**src/rtl/tlc_pkg.sv**
```systemverilog
package tlc_pkg;
    localparam int LVL_W = 2;

    typedef enum logic [LVL_W-1:0] {
        LVL_ZERO  = 2'b00,
        LVL_PLUS  = 2'b01,
        LVL_BAD   = 2'b10,
        LVL_MINUS = 2'b11
    } lvl_e;

    // first-stage node function
    typedef enum logic [2:0] {
        S1_OR,
        S1_NAND,
        S1_PASS_A,
        S1_PASS_B,
        S1_A_OR_NB,
        S1_NA_OR_B,
        S1_ZERO
    } s1_op_e;

    // second-stage behaviour at evaluate
    typedef enum logic [1:0] {
        S2_INVERT,
        S2_FOLLOW,
        S2_KEEP,
        S2_KILL
    } s2_mode_e;

    typedef struct packed {
        logic node;
    } s1_state_t;

    typedef struct packed {
        logic y;
        logic bad;
    } s2_state_t;
endpackage

```
**src/rtl/tlc_ctl_decode.sv**
```systemverilog
module tlc_ctl_decode
    import tlc_pkg::*;
(
    input  logic [LVL_W-1:0] ctl_a,
    input  logic [LVL_W-1:0] ctl_b,
    input  logic [LVL_W-1:0] ctl_c,
    output s1_op_e           s1_op,
    output s2_mode_e         s2_mode
);
    lvl_e la, lb, lc;
    logic pair_ok;
    logic zero_pair;

    assign la = lvl_e'(ctl_a);
    assign lb = lvl_e'(ctl_b);
    assign lc = lvl_e'(ctl_c);

    // the first two levels pick the node function
    always_comb begin
        pair_ok   = 1'b1;
        zero_pair = 1'b0;
        s1_op     = S1_ZERO;
        case ({la, lb})
            {LVL_PLUS,  LVL_PLUS }: s1_op = S1_OR;
            {LVL_MINUS, LVL_MINUS}: s1_op = S1_NAND;
            {LVL_PLUS,  LVL_ZERO }: s1_op = S1_PASS_A;
            {LVL_ZERO,  LVL_PLUS }: s1_op = S1_PASS_B;
            {LVL_PLUS,  LVL_MINUS}: s1_op = S1_A_OR_NB;
            {LVL_MINUS, LVL_PLUS }: s1_op = S1_NA_OR_B;
            {LVL_ZERO,  LVL_ZERO }: begin
                s1_op     = S1_ZERO;
                zero_pair = 1'b1;
            end
            default: pair_ok = 1'b0;
        endcase
    end

    // the third level picks the output stage mode
    always_comb begin
        s2_mode = S2_KILL;
        if (pair_ok) begin
            case (lc)
                LVL_PLUS:  s2_mode = zero_pair ? S2_KILL : S2_INVERT;
                LVL_MINUS: s2_mode = S2_FOLLOW;
                LVL_ZERO:  s2_mode = zero_pair ? S2_KEEP : S2_KILL;
                default:   s2_mode = S2_KILL;
            endcase
        end
    end
endmodule

```
**src/rtl/tlc_stage1.sv**
```systemverilog
module tlc_stage1
    import tlc_pkg::*;
(
    input  logic   clk,
    input  logic   rst_n,
    input  logic   pre,
    input  logic   eval,
    input  logic   a,
    input  logic   b,
    input  s1_op_e op,
    output logic   node
);
    s1_state_t st_d, st_q;
    logic      f_val;

    always_comb begin
        case (op)
            S1_OR:      f_val = a | b;
            S1_NAND:    f_val = ~(a & b);
            S1_PASS_A:  f_val = a;
            S1_PASS_B:  f_val = b;
            S1_A_OR_NB: f_val = a | ~b;
            S1_NA_OR_B: f_val = ~a | b;
            default:    f_val = 1'b0;
        endcase
    end

    always_comb begin
        st_d = st_q;
        if (pre) begin
            st_d.node = 1'b0;
        end else if (eval) begin
            st_d.node = f_val;
        end
    end

    always_ff @(posedge clk or negedge rst_n) begin
        if (!rst_n) begin
            st_q <= '0;
        end else begin
            st_q <= st_d;
        end
    end

    assign node = st_q.node;
endmodule

```
**src/rtl/tlc_stage2.sv**
```systemverilog
module tlc_stage2
    import tlc_pkg::*;
(
    input  logic     clk,
    input  logic     rst_n,
    input  logic     pre,
    input  logic     eval,
    input  logic     node,
    input  s2_mode_e mode,
    output logic     y,
    output logic     bad
);
    s2_state_t st_d, st_q;

    always_comb begin
        st_d = st_q;
        if (pre) begin
            st_d.y   = 1'b1;
            st_d.bad = 1'b0;
        end else if (eval) begin
            case (mode)
                S2_INVERT: begin st_d.y = ~node; st_d.bad = 1'b0; end
                S2_FOLLOW: begin st_d.y = node;  st_d.bad = 1'b0; end
                S2_KEEP:   begin st_d.y = 1'b1;  st_d.bad = 1'b0; end
                default:   begin st_d.y = 1'b0;  st_d.bad = 1'b1; end
            endcase
        end
    end

    always_ff @(posedge clk or negedge rst_n) begin
        if (!rst_n) begin
            st_q <= '{y: 1'b1, bad: 1'b0};
        end else begin
            st_q <= st_d;
        end
    end

    assign y   = st_q.y;
    assign bad = st_q.bad;
endmodule

```
**src/rtl/trilevel_logic_cell.sv**
```systemverilog
module trilevel_logic_cell
    import tlc_pkg::*;
(
    input  logic             clk,
    input  logic             rst_n,
    input  logic             a_in,
    input  logic             b_in,
    input  logic [LVL_W-1:0] ctl_a,
    input  logic [LVL_W-1:0] ctl_b,
    input  logic [LVL_W-1:0] ctl_c,
    input  logic             ph_pre1,
    input  logic             ph_eval1,
    input  logic             ph_pre2,
    input  logic             ph_eval2,
    output logic             y_out,
    output logic             cfg_bad
);
    s1_op_e   s1_op;
    s2_mode_e s2_mode;
    logic     node;

    tlc_ctl_decode u_dec (
        .ctl_a   (ctl_a),
        .ctl_b   (ctl_b),
        .ctl_c   (ctl_c),
        .s1_op   (s1_op),
        .s2_mode (s2_mode)
    );

    tlc_stage1 u_s1 (
        .clk  (clk),
        .rst_n(rst_n),
        .pre  (ph_pre1),
        .eval (ph_eval1),
        .a    (a_in),
        .b    (b_in),
        .op   (s1_op),
        .node (node)
    );

    tlc_stage2 u_s2 (
        .clk  (clk),
        .rst_n(rst_n),
        .pre  (ph_pre2),
        .eval (ph_eval2),
        .node (node),
        .mode (s2_mode),
        .y    (y_out),
        .bad  (cfg_bad)
    );
endmodule

```
**config.mk**
```make
export PLATFORM = sky130hd
export DESIGN_NAME = trilevel_logic_cell
export DESIGN_NICKNAME = d
export VERILOG_FILES = /design/src/rtl/tlc_pkg.sv /design/src/rtl/tlc_ctl_decode.sv /design/src/rtl/tlc_stage1.sv /design/src/rtl/tlc_stage2.sv /design/src/rtl/trilevel_logic_cell.sv
export SDC_FILE = /design/constraint.sdc
export NUM_CORES = 1
export LEC_CHECK = 0
export BUFFER_PORTS_ARGS = -buffer_cell sky130_fd_sc_hd__buf_4
export CAP_MARGIN = 30
export CORE_AREA = 2 2 39 41
export DETAILED_ROUTE_END_ITERATION = 7
export DIE_AREA = 0 0 41 43
export PLACE_DENSITY = 0.35
export SLEW_MARGIN = 20
export SYNTH_ARGS = -nofsm -noshare
export SYNTH_HDL_FRONTEND = slang
export SYNTH_SLANG_ARGS = --single-unit
```
**constraint.sdc**
```tcl
create_clock -name clk -period 2.02 [get_ports clk]
set_input_delay 0.404 -clock clk [delete_from_list [all_inputs] [get_ports clk]]
set_output_delay 0.404 -clock clk [all_outputs]
set_load 0.03 [all_outputs]
```
Word-level counts from Yosys, hierarchy flattened --
Cells that the tools add are included.
Storage, ports and cells: bits in registers 3, bits in latches 0, RAM bits 0, ROM bits 0, output and inout port bits 2, memories kept 0
Operators by class: add/sub/neg operators 0, multipliers 0, divide/modulo/power cells 0, magnitude comparators 0, equal/unequal tests 15, shift-type cells 0, multiplexer cells 13, bitwise gates (word level) 8, reductions and logical operators 7
Operators by type and width (count):
- 3-bit case mux with 6 select lines | 1
- 4-bit by 3-bit == test with 1-bit output (second input constant) | 3
- 2-bit case mux with 3 select lines | 2
- 4-bit == test (second input constant) | 2
- 2-bit 2-to-1 mux | 4
- 7-bit OR reduction | 1
- 3-bit by 2-bit == test with 1-bit output (second input constant) | 2
- 3-bit == test (second input constant) | 2
- 1-bit case mux with 6 select lines | 1
- 1-bit 2-to-1 mux | 5
- 2-bit by 1-bit == test with 1-bit output (second input constant) | 2
- 2-bit == test (second input constant) | 2
- 4-bit by 1-bit == test with 1-bit output (second input constant) | 1
- 2-bit zero test | 2
- 4-bit zero test | 1
- 1-bit inverter | 4
- 2-bit nonzero test | 2
- 3-bit by 1-bit == test with 1-bit output (second input constant) | 1
- 3-bit zero test | 1
- 1-bit OR | 3
- 1-bit bitwise AND | 1

Logic depth before layout (Yosys ltp) --
depth after elaboration 9, gate-level depth with buffers 4, mapped depth without buffers 4

Modules after synthesis --
A second synthesis with hierarchy kept.
Second synthesis, totals: cell total of the unflattened synthesis 39, area total of the unflattened synthesis 315.3 µm²
By module, submodules not included:
- tlc_stage2 | times used 1, cells each 11, area each 117.6 µm², seq. area each 51.3 µm²
- tlc_stage1 | times used 1, cells each 13, area each 107.6 µm², seq. area each 25.0 µm²
- tlc_ctl_decode | times used 1, cells each 15, area each 90.1 µm², seq. area each 0.0 µm²

Least setup slack after synthesis --
Ideal clock, no wire load.
path type in2reg, start point input port ctl_b[0], end point register u_s2.st_q (netlist bit u_s2.bad), setup time 0.121 ns, arrival time 1.265 ns, slack 0.634 ns, stages 3, buffers on the path 0, cells stage by stage or3_1 -> o311a_1 -> a22o_1
On the way: longest elaborated chain between the ends 9, elaborated cells between the ends (all ways) 20, classes of those cells eq/ne: 8; mux: 9; reduce/logical: 3
RTL lines:
- start: declaration | RTL line trilevel_logic_cell.sv:9 | input logic [LVL_W-1:0] ctl_b,
- 4-bit zero test | RTL line tlc_ctl_decode.sv:23 | case ({la, lb})
- 1-bit 2-to-1 mux | RTL line tlc_ctl_decode.sv:23
- 1-bit 2-to-1 mux / 2-bit 2-to-1 mux (equally long branches) | RTL line tlc_ctl_decode.sv:45, tlc_ctl_decode.sv:43
- 2-bit case mux with 3 select lines | RTL line tlc_ctl_decode.sv:42 | case (lc)
- 2-bit 2-to-1 mux * | RTL line tlc_ctl_decode.sv:41 | if (pair_ok) begin
- 2-bit == test (tied with other cells) | RTL line tlc_stage2.sv:21 | case (mode)
- 2-bit case mux with 3 select lines * | RTL line tlc_stage2.sv:21
- 2-bit 2-to-1 mux * | RTL line tlc_stage2.sv:20 | end else if (eval) begin
- 2-bit 2-to-1 mux * | RTL line tlc_stage2.sv:17 | if (pre) begin
- end signal: assignment | RTL line tlc_stage2.sv:32 | st_q <= '{y: 1'b1, bad: 1'b0};
- end signal: assignment | RTL line tlc_stage2.sv:34 | st_q <= st_d;
- end: declaration | RTL line tlc_stage2.sv:13 | s2_state_t st_d, st_q;
Every way passes the cells marked *; elsewhere a longest branch is shown, timed or not. The select of a mux whose other input is x is not followed. A chain may end at the register's enable or synchronous reset.

Worst setup path in the final report --
start point register u_s2.st_q (netlist bit u_s2.y), end point output port y_out
RTL lines:
- end: declaration | RTL line trilevel_logic_cell.sv:15 | output logic y_out,
No word-level cell between the ends.

==> out/metrics.yaml <==
cts_buffers: 3
drc: 0
rsz0062_at_grt: "false"
netlist_instances: 28
num-nets-final: 63
antenna_left: 0
track_usage: 0.0972
fin_crit_sh: 0.646
start_kind: "register"
n_antenna_cell: 0
r2r-start: "u_s1.node"
cap_viol_max_count: 0
finalHoldViolCount: 0
ys_types: 17
num_rows: 14
crit_path_max_incr_delay_ns: 0.52
synth-warning-count: 0
required_ns: 1.62
path_delay_family: "flip-flops"
yosysTopAreaCell: "dfrtp_1"
cts_tree: "done"
async_reset_ff_frac: 1.00
dp_slack_ns: 0.481
synth_area_leaders: "dfrtp_1, dfstp_2, nand2b_1"
clock_sinks: 3
io_pins: 16
dr.pass1.iters: 4
grt_pass1_wl_um: 1040
first_global_vias: 247
hp-class: "input pin to register"
place.gp.congestion: 0.681
synth_area_um2: 218
drive_gt1_frac: 0.417
worstPathCellList: "buf_4"
fin_total_pwr_uw: 234
grt_overflow_total: 0
drt-total-wl_um: 650
syn-num-nets: 42
synthTopCellsByCount: "nand2b_1, nand2_1, nor2_1"
dr.first_iter.drc_count: 4
ys_ff_latch: 3
rr_worst_depth: 3
p_leak_nw: 0.179
start_util: 0.157
synth_top_area_share: 0.230
die_width_um: 41
antenna_found_initial: 0
worstHoldEndpoint: "u_s1.node"
num_vias: 274
clk_pin_slew_ns: 0.04
cts_buffer_depth: 2
avgSynthCellArea_um2: 7.78
crit_buf_inv: 1
design.die.area_um2: 1760
setup_tns_ns: 0
core-area_um2: 1380
synth_enable_flop_cells: 0
crit_fanout: 2
die_h_um: 43
r2r_slack_ns: 1.10
cts_setup_buffers: 0
slew_violations: 0
vdd_drop_max_mv: 0.281
tightest_slew_ns: 0.238
hold_buffers: 1
crit_path_top_delay_cell: "dfstp_2"
slew_headroom: 0.841
grt_max_degree: 5
cp.arrival_ns: 0.90
crit_path_end_kind: "output port"
root_buffer: "clkbuf_4"
setup_slack_ns: 0.715
reg2reg_to: "u_s2.y"
viasPerCell: 4.28
post_cts_resized: 0
cts.htree.levels: 1
whs_path_depth: 2
wl_per_cell_um: 10.2
synth-main-ff-cell: "dfrtp_1"
worstHoldStart: "ph_pre1"
min_period_ns: 1.31
io_buffers: 15
skew_ns: 0.0000544
setup_viol: 0
path_class: "register to output port"
power_density_nw_per_um2: 604
insertion_delay_ns: 0.23
max_freq_mhz: 766
yosysSeqAreaShare: 0.351
yosysMostFrequentCell: "nand2b_1"
syn_to_final_growth_pct: 77.6
status: "finished, final reports clean"
[report_power, final]
group / internal, mW / switching, mW / leakage [nW] / total, mW
logic: 0.0322 / 0.0261 / 0.128 / 0.0583
registers: 0.0663 / 0.00311 / 0.0366 / 0.0694
clock network: 0.0741 / 0.0319 / 0.0150 / 0.106
total: 0.173 / 0.0610 / 0.179 / 0.234
[how the worst max path moves through the flow]
stage	slack (ns)	cells after the start	from	end
after floorplan	0.63	3	ctl_b[0]	u_s2.bad
after global placement	0.49	4	ctl_b[0]	u_s2.bad
after detailed placement	0.48	4	ctl_b[0]	u_s2.bad
after CTS	0.70	1	u_s2.y	y_out
after global routing	0.64	5	ctl_b[1]	u_s2.y
final	0.71	1	u_s2.y	y_out
[cell type report]
type	count	area [um2]
clock buffer	4	26.3
fill	165	997
inverter	1	3.75
multi-input combinational	24	138
sequential	3	76.3
tap	16	20.0
timing repair buffer	16	123
[logic make-up (layout without fill, tap and decap cells)]
kind of cell    count (synthesis)  in the layout  share of synthesized area
buf+inv                         1             21                     0.0172
simple gates                   15             15                      0.351
compound gates                  9              9                      0.282
flops                           3              3                      0.351
[flip-flops by register name, indices dropped and copies added, names as in the netlist]
signal and count:
u_s2.y 1, u_s2.bad 1, u_s1.node 1
[routing by layer]
metal  GRT usage  routed length [um]  vias up
met5           0                   0        -
met4      0.0400                   0        0
met3      0.0942                  51        0
li1            -                   -      141
met2       0.122                 319        8
met1       0.109                 280      125
[stage by stage]
stage	hold WS, ns	instances	utilization	area, um2
global placement	0.197	59	0.253	350
floorplan	0.108	28	-	218
detailed placement	0.199	59	0.253	350
CTS	0.310	64	0.279	387
finish	0.316	64	0.279	387
global route	0.305	64	0.279	387
[placed cells by master (no fill, tap or decap), drive strengths merged, types with 2 or more instances in the layout]
cell and instances:
a21oi 2, buf 15, clkbuf 4, dfrtp 2, nand2 3, nand2b 4, nor2 3, nor3 2
o21ai 2
Power figures use the tool's default switching activity.
